===== src/rtl/alarm_match.sv =====
module alarm_match #(
  parameter int RPT_W = 8
) (
  input  logic             clk,
  input  logic             rst_n,
  input  logic             half_tick,
  input  logic             cur_half,
  input  logic [7:0]       cur_sec,
  input  logic [7:0]       cur_min,
  input  logic [7:0]       cur_hour,
  input  logic [2:0]       cur_wday,
  input  logic [7:0]       cur_day,
  input  logic [7:0]       cur_mon,
  input  logic             ptr_we,
  input  logic [1:0]       ptr_wdata,
  input  logic             win_we,
  input  logic             win_hi,
  input  logic [7:0]       win_wdata,
  input  logic             cfg_we,
  input  logic             cfg_en,
  input  logic             cfg_chime,
  input  logic [3:0]       cfg_mask,
  input  logic             rpt_we,
  input  logic [RPT_W-1:0] rpt_wdata,
  output logic             alarm_o,
  output logic             alarm_en,
  output logic [RPT_W-1:0] rpt_cnt
);

  logic [1:0]       ptr;
  logic [7:0]       a_sec, a_min, a_hour, a_day, a_mon;
  logic [2:0]       a_wday;
  logic             chime;
  logic [3:0]       mask;
  logic             en_q, pulse_q;
  logic [RPT_W-1:0] rpt_q;
  logic             hit;

  wire m_half = ~cur_half;
  wire m_sec1 = cur_sec[3:0] == a_sec[3:0];
  wire m_sec  = cur_sec == a_sec;
  wire m_min1 = cur_min[3:0] == a_min[3:0];
  wire m_min  = cur_min == a_min;
  wire m_hour = cur_hour == a_hour;
  wire m_wday = cur_wday == a_wday;
  wire m_day  = cur_day == a_day;
  wire m_mon  = cur_mon == a_mon;
  wire m_hms  = m_half & m_sec & m_min & m_hour;

  always_comb begin
    case (mask)
      4'd0:    hit = 1'b1;
      4'd1:    hit = m_half;
      4'd2:    hit = m_half & m_sec1;
      4'd3:    hit = m_half & m_sec;
      4'd4:    hit = m_half & m_sec & m_min1;
      4'd5:    hit = m_half & m_sec & m_min;
      4'd6:    hit = m_hms;
      4'd7:    hit = m_hms & m_wday;
      4'd8:    hit = m_hms & m_day;
      4'd9:    hit = m_hms & m_day & m_mon;
      default: hit = 1'b0;
    endcase
  end

  wire fire = half_tick & en_q & hit;
  wire last = ~chime & (rpt_q == '0);

  always_ff @(posedge clk) begin
    if (!rst_n) begin
      ptr <= '0;
      a_sec <= '0; a_min <= '0; a_hour <= '0;
      a_wday <= '0; a_day <= '0; a_mon <= '0;
    end else begin
      if (ptr_we)                ptr <= ptr_wdata;
      else if (win_we && win_hi) ptr <= ptr - 2'd1;
      if (win_we) begin
        case (ptr)
          2'd0: if (win_hi) a_min <= win_wdata;       else a_sec  <= win_wdata;
          2'd1: if (win_hi) a_wday <= win_wdata[2:0]; else a_hour <= win_wdata;
          2'd2: if (win_hi) a_mon <= win_wdata;       else a_day  <= win_wdata;
          default: ;
        endcase
      end
    end
  end

  always_ff @(posedge clk) begin
    if (!rst_n) begin
      en_q <= 1'b0; chime <= 1'b0; mask <= '0;
      rpt_q <= '0; pulse_q <= 1'b0;
    end else begin
      pulse_q <= fire;
      if (cfg_we) begin
        en_q  <= cfg_en;
        chime <= cfg_chime;
        mask  <= cfg_mask;
      end else if (fire && last) begin
        en_q <= 1'b0;
      end
      if (rpt_we)             rpt_q <= rpt_wdata;
      else if (fire && !last) rpt_q <= rpt_q - 1'b1;
    end
  end

  assign alarm_o  = pulse_q;
  assign alarm_en = en_q;
  assign rpt_cnt  = rpt_q;

endmodule


===== config.mk =====
export PLATFORM = sky130hd
export DESIGN_NAME = alarm_match
export DESIGN_NICKNAME = d
export VERILOG_FILES = /design/src/rtl/alarm_match.sv
export SDC_FILE = /design/constraint.sdc
export NUM_CORES = 1
export LEC_CHECK = 0
export BUFFER_PORTS_ARGS = -buffer_cell sky130_fd_sc_hd__buf_2
export CORE_UTILIZATION = 50
export CTS_CLUSTER_DIAMETER = 80
export DETAILED_ROUTE_END_ITERATION = 7
export PLACE_DENSITY = 0.86
export SYNTH_ARGS = -nofsm -noshare
export SYNTH_HDL_FRONTEND = slang
export SYNTH_SLANG_ARGS = --single-unit
export TNS_END_PERCENT = 20

===== constraint.sdc =====
create_clock -name clk -period 5.6 [get_ports clk]
set_input_delay 0.28 -clock clk [delete_from_list [all_inputs] [get_ports clk]]
set_output_delay 0.28 -clock clk [all_outputs]
set_load 0.02 [all_outputs]

==> metrics.cfg, run 1 <==
[clock_network]
cts_sinks = 60
postCtsHoldBufs = 0
clk_latency_ns = 0.33
cts_tree = built
htree_levels = 3
clock_path_buffers = 2
cts_made_buffers = 9
cts_resized = 0
cts-root-buf = clkbuf_8
cts_setup_buffers = 0
clkTransAtPathRegs_ns = 0.07

[detailed_routing]
wl_met1_microns = 3070
topRoutingLayerUsed = met4
ant_nets = 0
wirelength_microns = 7440
met3_length_microns = 524
vias = 2824
wire_per_inst_microns = 14.7
wl_met2_microns = 3730
drtPass1Iterations = 4
drt_iter0_markers = 170
drc = 0
viasPerCell = 5.58

[flow_run]
cap_violations = 0

[sta]
finalSetupViolations = 0
rsz0062_at_grt = false
hold_viol = 0
final_max_slew_viol_count = 0
worstMarginPinSlew_ns = 0.959
relSlewSlack_pct = 35.2
finalSetupTns_ns = 0
skew_ns = 0.00606
fin_crit_ns = 2.53
fmax_mhz = 395
timing.final.crit_share_pct = 45.2

[layout]
fin_cells = 506
antenna_cells = 0
nFillCells = 481
drive_gt1_share_pct = 24.7
final_net_count = 509
area_growth_pct = 21.8

[logic_synthesis]
synth-seq-cells = 60
synth_area_leaders = dfxtp_1 40%, xnor2_1 10%, mux2i_1 8.1%, nand3_1 5.5%, a21oi_1 4.9%
yosysSeqAreaShare_pct = 40.3
async_reset_ff_share_pct = 0
ys_types = 37
netlist_instances = 351
yosysTopAreaCellShare_pct = 40.3
synth_enable_flop_cells = 0
synth_fp_nets = 431
avgSynthCellArea_sq_um = 8.49
yosys.area.top_type = dfxtp_1
ys_warn_count = 0
synth_ff_type = dfxtp_1
syn_area_sq_um = 2980

[placement]
portBuffers = 85
gp_congestion = 0.883
hpwl_microns = 5460
dp.cells = 490

[global_routing]
grt_use_total_pct = 25.9
antenna_found_initial = 0
grt_max_degree = 54
grt_pass1_vias = 2720
grt-ovfl-total = 0
grt_pass1_wl_microns = 12400

[setup_path]
crit_type = register to register
rrSetupSlack_ns = 3.07
critPathMaxFanout = 14
cp.arrival_ns = 2.79
cp.required_ns = 5.86
worst_setup_path_start_kind = register
endpoint_kind = register

[die]
die_w_microns = 79.2
row_count = 27
pin_count = 86
initial_core_util_pct = 52.8
coreArea_sq_um = 5640
die-area_sq_um = 6270
die_h_microns = 79.2

[status]
outcome = complete, no violations

[power]
vdd.ir_drop.worst_mv = 0.172
powerDensity_nw_per_um2 = 275
p_leak_uw = 0.00156

[min_path]
hold_path.class = primary input to register

[per-stage QoR]
stage / area [sq um] / setup WS [ns] / utilization [%] / total power, uW / hold WS [ns]
2_1_floorplan: 2980 / 3.64 / - / 557 / 0.419
5_1_grt: 3630 / 2.87 / 64.4 / 1050 / 0.181
6_report: 3630 / 3.07 / 64.4 / 1000 / 0.180
3_5_place_dp: 3430 / 3.03 / 60.8 / 614 / 0.465
3_3_place_gp: 3430 / 3.14 / 60.8 / 609 / 0.456
4_1_cts: 3630 / 3.11 / 64.4 / 1010 / 0.165
[sequential cells by signal, summed over array words and instances, names as in the netlist, 2 cells and up]
signal   cells
a_day        8
a_hour       8
a_min        8
a_mon        8
a_sec        8
rpt_cnt      8
mask         4
a_wday       3
ptr          2
[per-layer routing]
metal | vias to the layer above | track usage (%)
met3 | 10 | 6.78
li1 | 1392 | -
met4 | 0 | 8.73
met2 | 120 | 46.1
met1 | 1302 | 29.9
met5 | - | 0
[placed cells by master (no fill, tap or decap), types with 2 or more instances in the layout]
cell type	netlist	routed
o31ai_1	2	2
nand2_1	31	31
a21oi_1	29	29
mux2i_1	24	24
dfxtp_1	60	60
ha_1	4	4
clkbuf_8	0	11
inv_1	6	6
nand3_1	33	33
or4_1	3	3
clkinv_2	0	4
nor4b_1	3	3
xnor2_1	34	34
nand4b_1	2	2
buf_2	2	85
nand4_1	12	12
xor2_1	10	10
o21ai_0	13	13
or3_1	3	3
nor2_1	38	38
nor4_1	3	3
a31oi_1	4	4
nand2b_1	2	2
nor3_1	2	2
a311oi_1	2	2
[layout make-up]
cell class | instances | area (sq um) | share of cell area, %
multi-input cells | 265 | 1680 | 46.2
clock inverters | 5 | 50.0 | 1.38
well taps | 72 | 90.1 | 2.48
inverters | 7 | 26.3 | 0.724
repair buffers | 86 | 433 | 11.9
clock buffers | 11 | 151 | 4.17
flip-flops and latches | 60 | 1200 | 33.1
[where the power goes]
part / switching, uW / internal, uW
Sequential: 15.6 / 444
Combinational: 81.8 / 64.7
Clock: 168 / 227
[critical path: stages, from the launching register on]
cell,delay (ns)
dfxtp_1,0.33
xnor2_1,0.17
nand4_1,0.14
nor4_1,0.33
nand4_1,0.14
nand2_1,0.12
a41oi_1,0.42
or4_1,0.64
a31oi_1,0.17
[path summary, 6_finish.rpt]
kind | from | to | cells after the start
worst max register to register | a_day[0] | rpt_cnt[6] | 8
worst min-delay path | ptr_wdata[0] | ptr[0] | 3
worst max-delay path | a_day[0] | rpt_cnt[6] | 8
worst min register to register | a_sec[7] | a_sec[7] | 2
[cell usage after synthesis, types with 2 or more instances]
library cell / number
or3_1: 3
nor4b_1: 3
o21ai_0: 13
dfxtp_1: 60
o31ai_1: 2
xnor2_1: 34
clkbuf_1: 16
ha_1: 4
nand4b_1: 2
or4_1: 3
nor4_1: 3
nor2_1: 38
nor3_1: 2
nand2_1: 31
a21oi_1: 29
xor2_1: 10
mux2i_1: 24
nand2b_1: 2
a31oi_1: 4
nand4_1: 12
nand3_1: 33
a311oi_1: 2
buf_2: 2
inv_1: 6
[kinds of logic after synthesis]
kind of cell,after synthesis,share of synthesized area [%]
muxes,24,8.06
and+or+nand+nor,135,22.2
DFF,60,40.3
xor gates and xnor gates,44,12.9
AOI/OAI and AO/OA,58,11.5
buffers and inverters,26,3.36
adders and majority gates,4,1.68
(Power assumes the default switching activity.)
==> run 2, diff against run 1 <==
- clock period: 5.6 -> 2.35 ns (I/O delays scaled with it)
==> metrics.cfg, run 2 (synthesized netlist as in run 1, its figures left out) <==
[power]
vdd.ir_drop.worst_mv = 0.447  ; +160%
fin_total_pwr_uw = 2280  ; +130%
p_leak_uw = 0.00157  ; +0.62%
powerDensity_nw_per_um2 = 625  ; +130%

[setup_path]
crit_chain = xor2_1 -> nor4_4 -> a21oi_2 -> a221oi_2 -> a41oi_1 -> or4_1 -> a31oi_1
crit_type = register to register
endpoint_kind = register
worst_setup_path_start_kind = register
rrSetupSlack_ns = 0.19  ; -2.88 ns
cp.required_ns = 2.61  ; -3.25 ns
cp.arrival_ns = 2.42  ; -0.37 ns
critPathMaxStageDelay_ns = 0.55  ; -0.09 ns
cp_slowest_cell = or4_1
cpLargestDelayFamily = simple AND/OR/NAND/NOR gates
crit_buf_inv = 0  ; unchanged
critPathMaxFanout = 5  ; -9

[layout]
postLayoutCoreUtil_pct = 64.7  ; +0.35 points
nFillCells = 492  ; +2.3%
final_net_count = 514  ; +0.98%
seqCellArea_sq_um = 1200  ; unchanged
final_common_cell = buf_2
drive_gt1_share_pct = 24.8  ; +0.17 points
multi_input_area_sq_um = 1680  ; unchanged
area_growth_pct = 22.5
layout_common_cells = 85 x buf_2, 60 x dfxtp_1, 38 x nor2_1
antenna_cells = 0  ; unchanged

[clock_network]
postCtsHoldBufs = 2  ; +2
cts_setup_buffers = 0  ; unchanged
clkTransAtPathRegs_ns = 0.07  ; about the same
cts_resized = 0  ; unchanged
cts_tree = built
htree_levels = 3  ; unchanged
cts-root-buf = clkbuf_8
cts_sinks = 60  ; unchanged
clock_path_buffers = 2  ; unchanged
cts_made_buffers = 9  ; unchanged
clk_latency_ns = 0.34  ; about the same

[die]
die_h_microns = 79.2  ; unchanged
die-area_sq_um = 6270  ; unchanged
initial_core_util_pct = 52.8  ; unchanged
pin_count = 86  ; unchanged
coreArea_sq_um = 5640  ; unchanged
die_w_microns = 79.2  ; unchanged
row_count = 27  ; unchanged

[sta]
relSlewSlack_pct = 42.0  ; +6.8 points
worstMarginPinSlew_ns = 0.869  ; -0.0903 ns
skew_ns = 0.0118  ; +0.00575 ns
fmax_mhz = 463  ; +17%
rsz0062_at_grt = false
fin_crit_ns = 2.16  ; -0.374 ns
finalSetupTns_ns = 0  ; unchanged
timing.final.crit_share_pct = 91.8  ; +47 points
hold_viol = 0  ; unchanged
final_max_slew_viol_count = 0  ; unchanged
finalSetupViolations = 0  ; unchanged
finalWorstSetupSlack_ns = 0.192  ; -2.88 ns
whs_ns = 0.0115  ; -0.169 ns

[global_routing]
grt-ovfl-total = 0  ; unchanged
antenna_found_initial = 0  ; unchanged
grt_pass1_wl_microns = 12100  ; -2.6%
grt_max_degree = 54  ; unchanged
grt_use_total_pct = 25.6  ; -0.32 points
grt_pass1_vias = 2737  ; +0.63%

[status]
outcome = complete, no violations

[flow_run]
cap_violations = 0  ; unchanged

[placement]
portBuffers = 85  ; unchanged
hpwl_microns = 5470  ; +0.23%
gp_congestion = 0.891  ; +0.97%
place_ws_ns = 0.217  ; -2.81 ns

[detailed_routing]
wire_per_inst_microns = 14.5  ; -1.4%
drc = 0  ; unchanged
wirelength_microns = 7420  ; -0.38%
drt_iter0_markers = 152  ; -11%
ant_nets = 0  ; unchanged
viasPerCell = 5.52  ; -1.0%
vias = 2823  ; -0.035%
drtPass1Iterations = 4  ; unchanged

[min_path]
hold_path.class = primary input to register

run 2: changes by cell type in the layout (fill, tap and decap cells not counted):
cell,previous run,this run
clkbuf_1,0,1
clkinv_4,0,1
clkinv_2,4,3
dlygate4sd3_1,0,2
buf_4,1,4
bufinv_16,1,0
run 2: area by class of cell:
class / instances / area share, %
multi-input combinational: 265 / 46.0
sequential: 60 / 32.9
timing repair buffer: 91 / 13.0
clock buffer: 12 / 4.25
tap: 72 / 2.47
inverter: 7 / 0.720
clock inverter: 4 / 0.651
run 2: final timing paths:
| check | startpoint | to | cells after the start |
|---|---|---|---|
| worst max register to register | a_sec[7] | rpt_cnt[6] | 7 |
| worst min-delay path | cfg_mask[2] | mask[2] | 3 |
| worst min register to register | a_hour[4] | a_hour[4] | 2 |
| worst max-delay path | a_sec[7] | rpt_cnt[6] | 7 |
run 2: per-layer routing:
| metal | GRT usage, % | routed length [microns] |
|---|---|---|
| met3 | 9.66 | 657 |
| met5 | 0 | 0 |
| met4 | 6.55 | 83 |
| met2 | 46.0 | 3700 |
| met1 | 28.1 | 2970 |
run 2: power breakdown:
group / internal, uW / switching [uW]
Clock: 436 / 393
Combinational: 159 / 198
Sequential: 1060 / 37.4
run 2: worst reg2reg max path, cell delays in order, from the launching register on:
cell	delay [ns]
dfxtp_1	0.32
xor2_1	0.18
nor4_4	0.35
a21oi_2	0.11
a221oi_2	0.27
a41oi_1	0.13
or4_1	0.55
a31oi_1	0.17
run 2: through the flow:
step / cells / area [sq um]
3_3_place_gp: 493 / 3450
2_1_floorplan: 351 / 2980
3_5_place_dp: 493 / 3450
5_1_grt: 511 / 3650
4_1_cts: 511 / 3650
6_report: 511 / 3650
